## config.mk

```make
export PLATFORM = sky130hd
export DESIGN_NAME = bthr_host_if
export DESIGN_NICKNAME = d
export VERILOG_FILES = /design/src/rtl/bthr_pkg.sv /design/src/rtl/bthr_req_buf.sv /design/src/rtl/bthr_rsp_buf.sv /design/src/rtl/bthr_flags.sv /design/src/rtl/bthr_host_if.sv
export SDC_FILE = /design/constraint.sdc
export NUM_CORES = 1
export LEC_CHECK = 0
export ABC_AREA = 1
export BUFFER_PORTS_ARGS = -buffer_cell sky130_fd_sc_hd__buf_2
export CORE_MARGIN = 2
export CORE_UTILIZATION = 45
export CTS_CLUSTER_DIAMETER = 150
export DETAILED_ROUTE_END_ITERATION = 8
export HOLD_SLACK_MARGIN = 0.1
export PLACE_DENSITY_LB_ADDON = 0.05
export SETUP_SLACK_MARGIN = 0.05
export SYNTH_ARGS = -nofsm -noshare
export SYNTH_HDL_FRONTEND = slang
export SYNTH_SLANG_ARGS = --single-unit
export TNS_END_PERCENT = 30
```

## constraint.sdc

```tcl
create_clock -name clk -period 3.9 [get_ports clk]
set_input_delay 0.39 -clock clk [delete_from_list [all_inputs] [get_ports clk]]
set_output_delay 0.39 -clock clk [all_outputs]
set_load 0.01 [all_outputs]
```

## src/rtl/bthr_pkg.sv

```systemverilog
package bthr_pkg;
  // register offsets inside the window
  localparam int OFS_CTRL = 0;
  localparam int OFS_DATA = 1;
  localparam int OFS_MASK = 2;

  // control bit positions
  localparam int CB_CLR_WR    = 0;
  localparam int CB_CLR_RD    = 1;
  localparam int CB_REQ_DONE  = 2;
  localparam int CB_RSP_ATN   = 3;
  localparam int CB_EVT_ATN   = 4;
  localparam int CB_HOST_BUSY = 6;
  localparam int CB_ENG_BUSY  = 7;

  // mask bit positions
  localparam int MB_EN   = 0;
  localparam int MB_PEND = 1;

  typedef struct packed {
    logic eng_busy;
    logic host_busy;
    logic evt_atn;
    logic rsp_atn;
  } flags_t;

  typedef struct packed {
    logic pend;
    logic en;
  } mask_t;
endpackage

```

## src/rtl/bthr_req_buf.sv

```systemverilog
module bthr_req_buf #(
  parameter int DEPTH = 64
) (
  input  logic                         clk,
  input  logic                         rst,
  input  logic                         wr_en,
  input  logic [7:0]                   wdata,
  input  logic                         clr,
  output logic [$clog2(DEPTH)+1:0]     count,
  input  logic [$clog2(DEPTH)-1:0]     eng_raddr,
  output logic [7:0]                   eng_rdata
);
  localparam int PTR_W = $clog2(DEPTH);
  localparam int CNT_W = PTR_W + 2;
  localparam logic [CNT_W-1:0] CNT_MAX = '1;

  logic [7:0] mem [DEPTH];
  logic       room;

  assign room = (count < CNT_W'(DEPTH));

  // byte store: only while there is room
  always_ff @(posedge clk) begin
    if (wr_en && room) begin
      mem[count[PTR_W-1:0]] <= wdata;
    end
    eng_rdata <= mem[eng_raddr];
  end

  // write count keeps rising past the end so an overrun is visible
  always_ff @(posedge clk) begin
    if (rst || clr) begin
      count <= '0;
    end else if (wr_en && (count != CNT_MAX)) begin
      count <= count + 1'b1;
    end
  end
endmodule

```

## src/rtl/bthr_rsp_buf.sv

```systemverilog
module bthr_rsp_buf #(
  parameter int DEPTH = 64
) (
  input  logic                       clk,
  input  logic                       rst,
  input  logic                       eng_we,
  input  logic [$clog2(DEPTH)-1:0]   eng_waddr,
  input  logic [7:0]                 eng_wdata,
  input  logic                       load,
  input  logic [$clog2(DEPTH):0]     load_len,
  input  logic                       host_rd,
  input  logic                       ptr_clr,
  output logic [7:0]                 host_q
);
  localparam int PTR_W = $clog2(DEPTH);
  localparam int LEN_W = PTR_W + 1;

  logic [7:0]       mem [DEPTH];
  logic [7:0]       mem_q;
  logic             hit_q;
  logic [LEN_W-1:0] pos_q, pos_n;
  logic [LEN_W-1:0] len_q, len_n;
  logic             avail;

  assign avail = (pos_q < len_q);

  always_ff @(posedge clk) begin
    if (eng_we) begin
      mem[eng_waddr] <= eng_wdata;
    end
    if (host_rd) begin
      mem_q <= mem[pos_q[PTR_W-1:0]];
    end
  end

  always_ff @(posedge clk) begin
    if (rst) begin
      hit_q <= 1'b0;
    end else if (host_rd) begin
      hit_q <= avail;
    end
  end

  assign host_q = hit_q ? mem_q : 8'hFF;

  always_comb begin
    pos_n = pos_q;
    len_n = len_q;
    if (ptr_clr) begin
      pos_n = '0;
    end
    if (host_rd && avail) begin
      if ((pos_q + 1'b1) == len_q) begin
        pos_n = '0;
        len_n = '0;
      end else begin
        pos_n = pos_q + 1'b1;
      end
    end
    if (load) begin
      pos_n = '0;
      len_n = (load_len > LEN_W'(DEPTH)) ? LEN_W'(DEPTH) : load_len;
    end
  end

  always_ff @(posedge clk) begin
    if (rst) begin
      pos_q <= '0;
      len_q <= '0;
    end else begin
      pos_q <= pos_n;
      len_q <= len_n;
    end
  end
endmodule

```

## src/rtl/bthr_flags.sv

```systemverilog
module bthr_flags
  import bthr_pkg::*;
(
  input  logic        clk,
  input  logic        rst,
  input  logic        ctrl_we,
  input  logic        mask_we,
  input  logic [7:0]  wdata,
  input  logic        rsp_load,
  input  logic        evt_req,
  input  logic        evt_val,
  input  logic        irq_allow,
  output flags_t      flg_q,
  output mask_t       msk_q,
  output logic        req_done,
  output logic        irq
);
  flags_t f_n;
  mask_t  m_n;
  logic   done_n;

  // events applied in a fixed order: host write, response load, event request
  always_comb begin
    f_n    = flg_q;
    m_n    = msk_q;
    done_n = 1'b0;

    if (ctrl_we) begin
      if (wdata[CB_RSP_ATN])   f_n.rsp_atn   = 1'b0;
      if (wdata[CB_EVT_ATN])   f_n.evt_atn   = 1'b0;
      if (wdata[CB_HOST_BUSY]) f_n.host_busy = ~flg_q.host_busy;
      if (wdata[CB_REQ_DONE]) begin
        f_n.eng_busy = 1'b1;
        done_n       = 1'b1;
      end
    end

    if (mask_we) begin
      if (wdata[MB_EN] != m_n.en) begin
        if (wdata[MB_EN]) begin
          if (f_n.rsp_atn || f_n.evt_atn) m_n.pend = 1'b1;
          m_n.en = 1'b1;
        end else begin
          m_n.pend = 1'b0;
          m_n.en   = 1'b0;
        end
      end
      if (wdata[MB_PEND] && m_n.pend) m_n.pend = 1'b0;
    end

    if (rsp_load) begin
      f_n.eng_busy = 1'b0;
      f_n.rsp_atn  = 1'b1;
      if (!m_n.pend && m_n.en) m_n.pend = 1'b1;
    end

    if (evt_req && (evt_val != f_n.evt_atn)) begin
      f_n.evt_atn = evt_val;
      if (evt_val) begin
        if (!f_n.rsp_atn && m_n.en) m_n.pend = 1'b1;
      end else begin
        if (!f_n.rsp_atn && m_n.pend) m_n.pend = 1'b0;
      end
    end
  end

  always_ff @(posedge clk) begin
    if (rst) begin
      flg_q    <= '0;
      msk_q    <= '0;
      req_done <= 1'b0;
      irq      <= 1'b0;
    end else begin
      flg_q    <= f_n;
      msk_q    <= m_n;
      req_done <= done_n;
      irq      <= m_n.pend && irq_allow;
    end
  end
endmodule

```

## src/rtl/bthr_host_if.sv

```systemverilog
module bthr_host_if
  import bthr_pkg::*;
#(
  parameter int ADDR_W = 8,
  parameter int WIN    = 4,
  parameter int DEPTH  = 64
) (
  input  logic                       clk,
  input  logic                       rst,
  input  logic [ADDR_W-1:0]          bus_addr,
  input  logic                       bus_wr,
  input  logic                       bus_rd,
  input  logic [7:0]                 bus_wdata,
  output logic [7:0]                 bus_rdata,
  input  logic                       irq_allow,
  output logic                       irq,
  output logic                       req_ready,
  output logic [$clog2(DEPTH)+1:0]   req_len,
  input  logic [$clog2(DEPTH)-1:0]   eng_raddr,
  output logic [7:0]                 eng_rdata,
  input  logic                       rsp_we,
  input  logic [$clog2(DEPTH)-1:0]   rsp_waddr,
  input  logic [7:0]                 rsp_wdata,
  input  logic                       rsp_load,
  input  logic [$clog2(DEPTH):0]     rsp_len,
  input  logic                       evt_req,
  input  logic                       evt_val
);
  localparam logic [ADDR_W-1:0] OFS_MSK = ADDR_W'(WIN - 1);

  logic [ADDR_W-1:0] ofs;
  logic              hit_ctrl, hit_data, hit_mask;
  flags_t            flg;
  mask_t             msk;
  logic [7:0]        ctrl_rd, mask_rd, rsp_byte;
  logic [7:0]        reg_q;
  logic              sel_data_q;

  assign ofs      = bus_addr & OFS_MSK;
  assign hit_ctrl = (ofs == ADDR_W'(OFS_CTRL));
  assign hit_data = (ofs == ADDR_W'(OFS_DATA));
  assign hit_mask = (ofs == ADDR_W'(OFS_MASK));

  bthr_req_buf #(.DEPTH(DEPTH)) req_i (
    .clk       (clk),
    .rst       (rst),
    .wr_en     (bus_wr && hit_data),
    .wdata     (bus_wdata),
    .clr       (bus_wr && hit_ctrl && bus_wdata[CB_CLR_WR]),
    .count     (req_len),
    .eng_raddr (eng_raddr),
    .eng_rdata (eng_rdata)
  );

  bthr_rsp_buf #(.DEPTH(DEPTH)) rsp_i (
    .clk       (clk),
    .rst       (rst),
    .eng_we    (rsp_we),
    .eng_waddr (rsp_waddr),
    .eng_wdata (rsp_wdata),
    .load      (rsp_load),
    .load_len  (rsp_len),
    .host_rd   (bus_rd && hit_data),
    .ptr_clr   (bus_wr && hit_ctrl && bus_wdata[CB_CLR_RD]),
    .host_q    (rsp_byte)
  );

  bthr_flags flags_i (
    .clk       (clk),
    .rst       (rst),
    .ctrl_we   (bus_wr && hit_ctrl),
    .mask_we   (bus_wr && hit_mask),
    .wdata     (bus_wdata),
    .rsp_load  (rsp_load),
    .evt_req   (evt_req),
    .evt_val   (evt_val),
    .irq_allow (irq_allow),
    .flg_q     (flg),
    .msk_q     (msk),
    .req_done  (req_ready),
    .irq       (irq)
  );

  always_comb begin
    ctrl_rd = '0;
    ctrl_rd[CB_ENG_BUSY]  = flg.eng_busy;
    ctrl_rd[CB_HOST_BUSY] = flg.host_busy;
    ctrl_rd[CB_EVT_ATN]   = flg.evt_atn;
    ctrl_rd[CB_RSP_ATN]   = flg.rsp_atn;
    mask_rd = '0;
    mask_rd[MB_PEND] = msk.pend;
    mask_rd[MB_EN]   = msk.en;
  end

  // registered read path; the data byte comes from the buffer's own register
  always_ff @(posedge clk) begin
    if (rst) begin
      reg_q      <= '0;
      sel_data_q <= 1'b0;
    end else if (bus_rd) begin
      sel_data_q <= hit_data;
      if (hit_ctrl)      reg_q <= ctrl_rd;
      else if (hit_mask) reg_q <= mask_rd;
      else               reg_q <= 8'hFF;
    end
  end

  assign bus_rdata = sel_data_q ? rsp_byte : reg_q;
endmodule

```

Word level (Yosys, flattened, before mapping)
Memories as Yosys holds them, arrays and structs flattened. A register that Yosys moved wholly into a read port is not among the register bits.
Cells that the tools add are included.

word-level totals
  flip-flop bits (word level) = 40
  latch bits = 0
  memory bits (writable) = 1,024
  memory bits (read-only) = 0
  input port bits = 52
  output and inout port bits = 26
  memories = 2

memory list
  name       words  width  read ports  clocked after memory_dff  wr ports  RTL line            text
  req_i.mem  64     8      1           1                         1         bthr_req_buf.sv:17  logic [7:0] mem [DEPTH];
  rsp_i.mem  64     8      1           1                         1         bthr_rsp_buf.sv:18  logic [7:0] mem [DEPTH];

cells by class
  add/sub/neg operators = 2
  $mul = 0
  div/mod/pow operators = 0
  magnitude comparators = 3
  equal/unequal tests = 6
  shifts and indexed selects = 0
  multiplexer cells = 33
  bitwise gates (word level) = 2
  reductions and logical operators = 28

operators with widths
  operator                                              number
  two-way mux 7 bit                                     7
  two-way mux 8 bit                                     4
  two-way mux 1 bit                                     17
  logical AND 1 bit                                     15
  two-way mux 2 bit                                     5
  adder 8 x 1 -> 8 bit, second input constant           1
  zero test 8 bit                                       1
  < comparator 8 x 7 -> 1 bit, second input constant    1
  inequality test 8 bit, second input constant          1
  adder 7 x 1 -> 7 bit, second input constant           1
  == test 7 bit                                         1
  greater-than comparator 7 bit, second input constant  1
  < comparator 7 bit                                    1
  AND reduction 2 bit                                   3
  nonzero test 2 bit                                    3
  OR reduction 2 bit                                    2
  == test 2 x 1 -> 1 bit, second input constant         1
  == test 2 bit, second input constant                  1
  zero test 1 bit                                       2
  logical OR 1 bit                                      2
  inequality test 1 bit                                 2
  inverter 1 bit                                        2

Depth between registers and ports, before layout
  word-level depth = 20
  depth in mapped cells = 14
  depth with buffers taken out = 13

Modules after synthesis
From an unflattened synthesis, not the netlist that was laid out.

unflattened totals
  cell total of the unflattened synthesis = 3,829
  area total of the unflattened synthesis = 44,529.0 um2

by module, submodules not included
  module        instances  cells an instance  area each (um2)
  bthr_rsp_buf  1          1,841              22,007.4
  bthr_req_buf  1          1,860              21,689.6
  bthr_host_if  1          74                 451.7
  bthr_flags    1          54                 380.4

Least setup slack after synthesis
No wires, ideal clock.

  kind = input to register
  from = input port bus_rd
  to = register rsp_i.len_q[1]
  setup time = 0.132 ns
  arrival = 1.943 ns
  setup slack = 1.825 ns
  stages on the path = 7
  path buffers = 0
  path through = inv_2 nor3_1 nand3_1 inv_1 nand4_4 nand3_1 a21oi_1

between the ends
  word-level cells in the longest chain between the ends = 4

RTL lines
  item                                  RTL line            text
  start: declaration                    bthr_host_if.sv:12  input logic bus_rd,
  logical AND 1 bit                     bthr_host_if.sv:63  .host_rd (bus_rd && hit_data),
  net rsp_i.host_rd                     bthr_rsp_buf.sv:11  input logic host_rd,
  logical AND 1 bit                     bthr_rsp_buf.sv:52  if (host_rd && avail) begin
  nonzero test 2 bit (no source line)   -
  AND reduction 2 bit (no source line)  -
  end signal: assignment                bthr_rsp_buf.sv:72  len_q <= len_n;
  end: declaration                      bthr_rsp_buf.sv:22  logic [LEN_W-1:0] len_q, len_n;

The timed path passes the listed nets, and every way through them passes these cells.
A chain may end at the register's enable or synchronous reset.

==> results.toml <==
[synthesis]
synth-compound-area-share_pct = 10.3
synth-main-ff-cell = "edfxtp_1"
muxShareOfSynthArea_pct = 0
synthesis.area_sq_um = 43700
synth_cell_types = 37
synth_edf_count = 1032
synth_area_per_cell_sq_um = 11.9
synth_top_family_by_area = "simple AND/OR/NAND/NOR gates"
synth_top_area_share_pct = 70.9
yosys.area_share.simple_pct = 13.2
async_reset_ff_share_pct = 0
synth_top_area_cell = "edfxtp_1"
ys_top_cells_by_area = "edfxtp_1 71%, nor2_1 5.8%, o21ai_0 5.5%"
synth_fp_nets = 3738
yosys_warnings = 0
synthXorXnorAreaFrac_pct = 0.0401
synth_fa_ha_area_share_pct = 0.258
ys_seq_area_share_pct = 73.0
syn_inst = 3677
ys_seq_elements = 1079

[critical_path]
setup.worst_path.start_class = "register"
r2r_cells = 10
cp_max_fo = 28
path_class = "reg2reg"
worstPathArrival_ns = 3.39
crit_path_end_kind = "register"
ff2ff_setup_slack_ns = 0.91
worstPathRequired_ns = 4.31

[job]
cap_violations = 0

[sta]
final_hold_viol_count = 0
worst_pin_slew_ns = 1.23
finalCritPeriodShare_pct = 76.6
finalSetupTns_ns = 0
finClkSkew_ns = 0.0184
max_freq_mhz = 335
rsz0062_at_grt = "no"
finalMaxSlewViolations = 0
finalSetupViolCount = 0
fin_crit_ns = 2.99
slew_headroom_pct = 18.0

[placement]
place_congestion = 0.831
dp_hpwl_um = 68100
io_buffers = 71

[final_layout]
fillerInstances = 8453
syn_to_final_growth_pct = 11.9
drive_gt1_share_pct = 8.03
final_util_pct = 50.8
finalNetCount = 3797

[cts]
cts-buffers-inserted = 112
ctsRootBufferMaster = "clkbuf_16"
post_cts_buffers = 0
clk_pin_slew_ns = 0.06
max-clock-path-buffers = 3
ctsHtreeMaxLevel = 3
cts_tree = "yes"
cts_sinks = 1079
clk-insertion-delay-late_ns = 0.68

[global_routing]
grtUsageMet2_pct = 41.0
grt_max_degree = 170
grt_use_met3_pct = 3.24
grt_pass1_wl_um = 174000
antenna_found_initial = 2
grt_usage_pct = 23.3
overflow = 0
top_usage_layer = "met2"
grt_pass1_vias = 28000
grt_util_met1_pct = 29.5

[floorplanning]
floorplan.initialDensity_pct = 45.3
die_w_um = 316
core_area_sq_um = 96400
die_y_um = 316
rows = 114
ios = 78
die_area_sq_um = 99700

[drt]
drtPass1Iterations = 5
wirelength_um = 117000
route.detailed.drc = 0
via_count = 28600
wl_per_cell_um = 22.9
drt_first_iter_violations = 2603
postRouteAntennaNets = 0
vias_per_cell = 5.60

[outcome]
outcome = "completed"

[hold_path]
hp-class = "in2reg"
worst_hold_path.num_cells = 5

[power_and_ir_drop]
power_density_nw_per_um2 = 489
ir_worst_vdd_v = 0.000477
p_leak_nw = 16.6
[cells by family after synthesis]
family	count (synthesis)
and+or+nand+nor	1462
DFF	1079
AOI/OAI and AO/OA	829
buffers and inverters	296
adders and majority gates	9
xor gates and xnor gates	2
[metrics by stage]
step | std cells | hold slack [ns] | setup WS (ns) | total power [mW] | area (sq um)
floorplan | 3677 | 0.430 | 1.83 | 13.6 | 43700
global placement | 4868 | 0.443 | 0.948 | 14.0 | 45200
detailed placement | 4868 | 0.450 | 0.900 | 14.1 | 45200
CTS | 5097 | 0.104 | 0.888 | 24.1 | 48900
global route | 5098 | 0.141 | 0.746 | 24.6 | 48900
finish | 5098 | 0.161 | 0.914 | 23.9 | 48900
[worst paths after layout]
check / from / endpoint
worst max-delay path: rsp_i.pos_q[1] / rsp_i.mem_q[3]
worst min-delay path: evt_val / flags_i.msk_q[1]
worst max register to register: rsp_i.pos_q[1] / rsp_i.mem_q[3]
worst min register to register: flags_i.flg_q[3] / flags_i.flg_q[3]
[worst max-delay path: stages, from the launching register on]
cell and delay, ns:
dfxtp_4 0.55, clkinv_2 0.55, buf_4 0.46, o21ai_0 0.11
o22ai_1 0.10, nand2_1 0.10, nand2_1 0.07, nand2_1 0.06
nand3_1 0.26, nand3_1 0.26, nand2_1 0.14
[what timing repair did]
item	4_1_cts	5_1_grt
hold endpoints to repair	50	0
resized for setup	0	0
endpoints found under the setup margin	0	0
hold buffers	30	0
[where the power goes]
group	total, mW	internal (mW)	switching (mW)
sequential	12.8	12.8	0.0229
clock	10.1	5.76	4.31
combinational	1.07	0.273	0.792
total	23.9	18.8	5.13
[cell usage in the layout (no fill, tap or decap), types with 3 or more instances in the layout]
master	netlist	layout
edfxtp_1	1032	1032
nor2_1	675	675
nand2_1	620	620
o21ai_0	482	482
o22ai_1	256	256
nand3_1	132	132
clkbuf_16	0	117
buf_2	72	69
inv_1	63	60
buf_4	19	58
o21ai_1	45	45
dfxtp_1	47	44
a21oi_1	38	38
clkbuf_1	99	31
dlygate4sd3_1	0	30
clkinv_1	4	24
clkinv_2	0	19
nor3_1	13	13
nand4_1	11	11
buf_12	0	11
ha_1	9	9
inv_2	3	4
a221oi_1	4	4
bufinv_16	0	4
inv_6	0	3
or2_2	3	3
clkbuf_4	0	3
[layer usage]
metal	up-vias	part of all wire, %	wire, um
li1	13300	-	-
met1	14200	41	48000
met2	850	51	59300
met3	215	4.9	5750
met4	0	3.3	3910
met5	-	0	0
[layout make-up]
cell class                      instances  area [sq um]  area share [%]
Multi-Input combinational cell       2302         10400            21.2
Timing Repair Buffer                  169          1310            2.68
Clock buffer                          153          3090            6.32
Tap cell                             1276          1600            3.26
Sequential cell                      1079         31900            65.3
Inverter                               72           285           0.583
Antenna cell                            1          2.50         0.00511
Clock inverter                         46           322           0.657
[synthesized netlist by cell type, types with 2 or more instances]
cell type	instances
a21oi_1	38
a221oi_1	4
buf_1	16
buf_2	72
buf_4	19
buf_6	14
clkbuf_1	99
clkbuf_2	3
clkinv_1	4
dfxtp_1	47
edfxtp_1	1032
ha_1	9
inv_1	63
inv_2	3
nand2_1	620
nand3_1	132
nand3b_1	2
nand4_1	11
nor2_1	675
nor2_2	2
nor3_1	13
o21ai_0	482
o21ai_1	45
o22a_1	2
o22ai_1	256
or2_2	3
[registers in the layout, indices dropped and copies added, names as in the netlist]
name	count
req_i.mem	512
rsp_i.mem	512
req_i.count	8
req_i.eng_rdata	8
rsp_i.mem_q	8
reg_q	7
rsp_i.len_q	7
rsp_i.pos_q	7
flags_i.flg_q	4
flags_i.msk_q	2
flags_i.irq	1
flags_i.req_done	1
rsp_i.hit_q	1
sel_data_q	1
No activity file was read; power rests on OpenSTA's default activity.
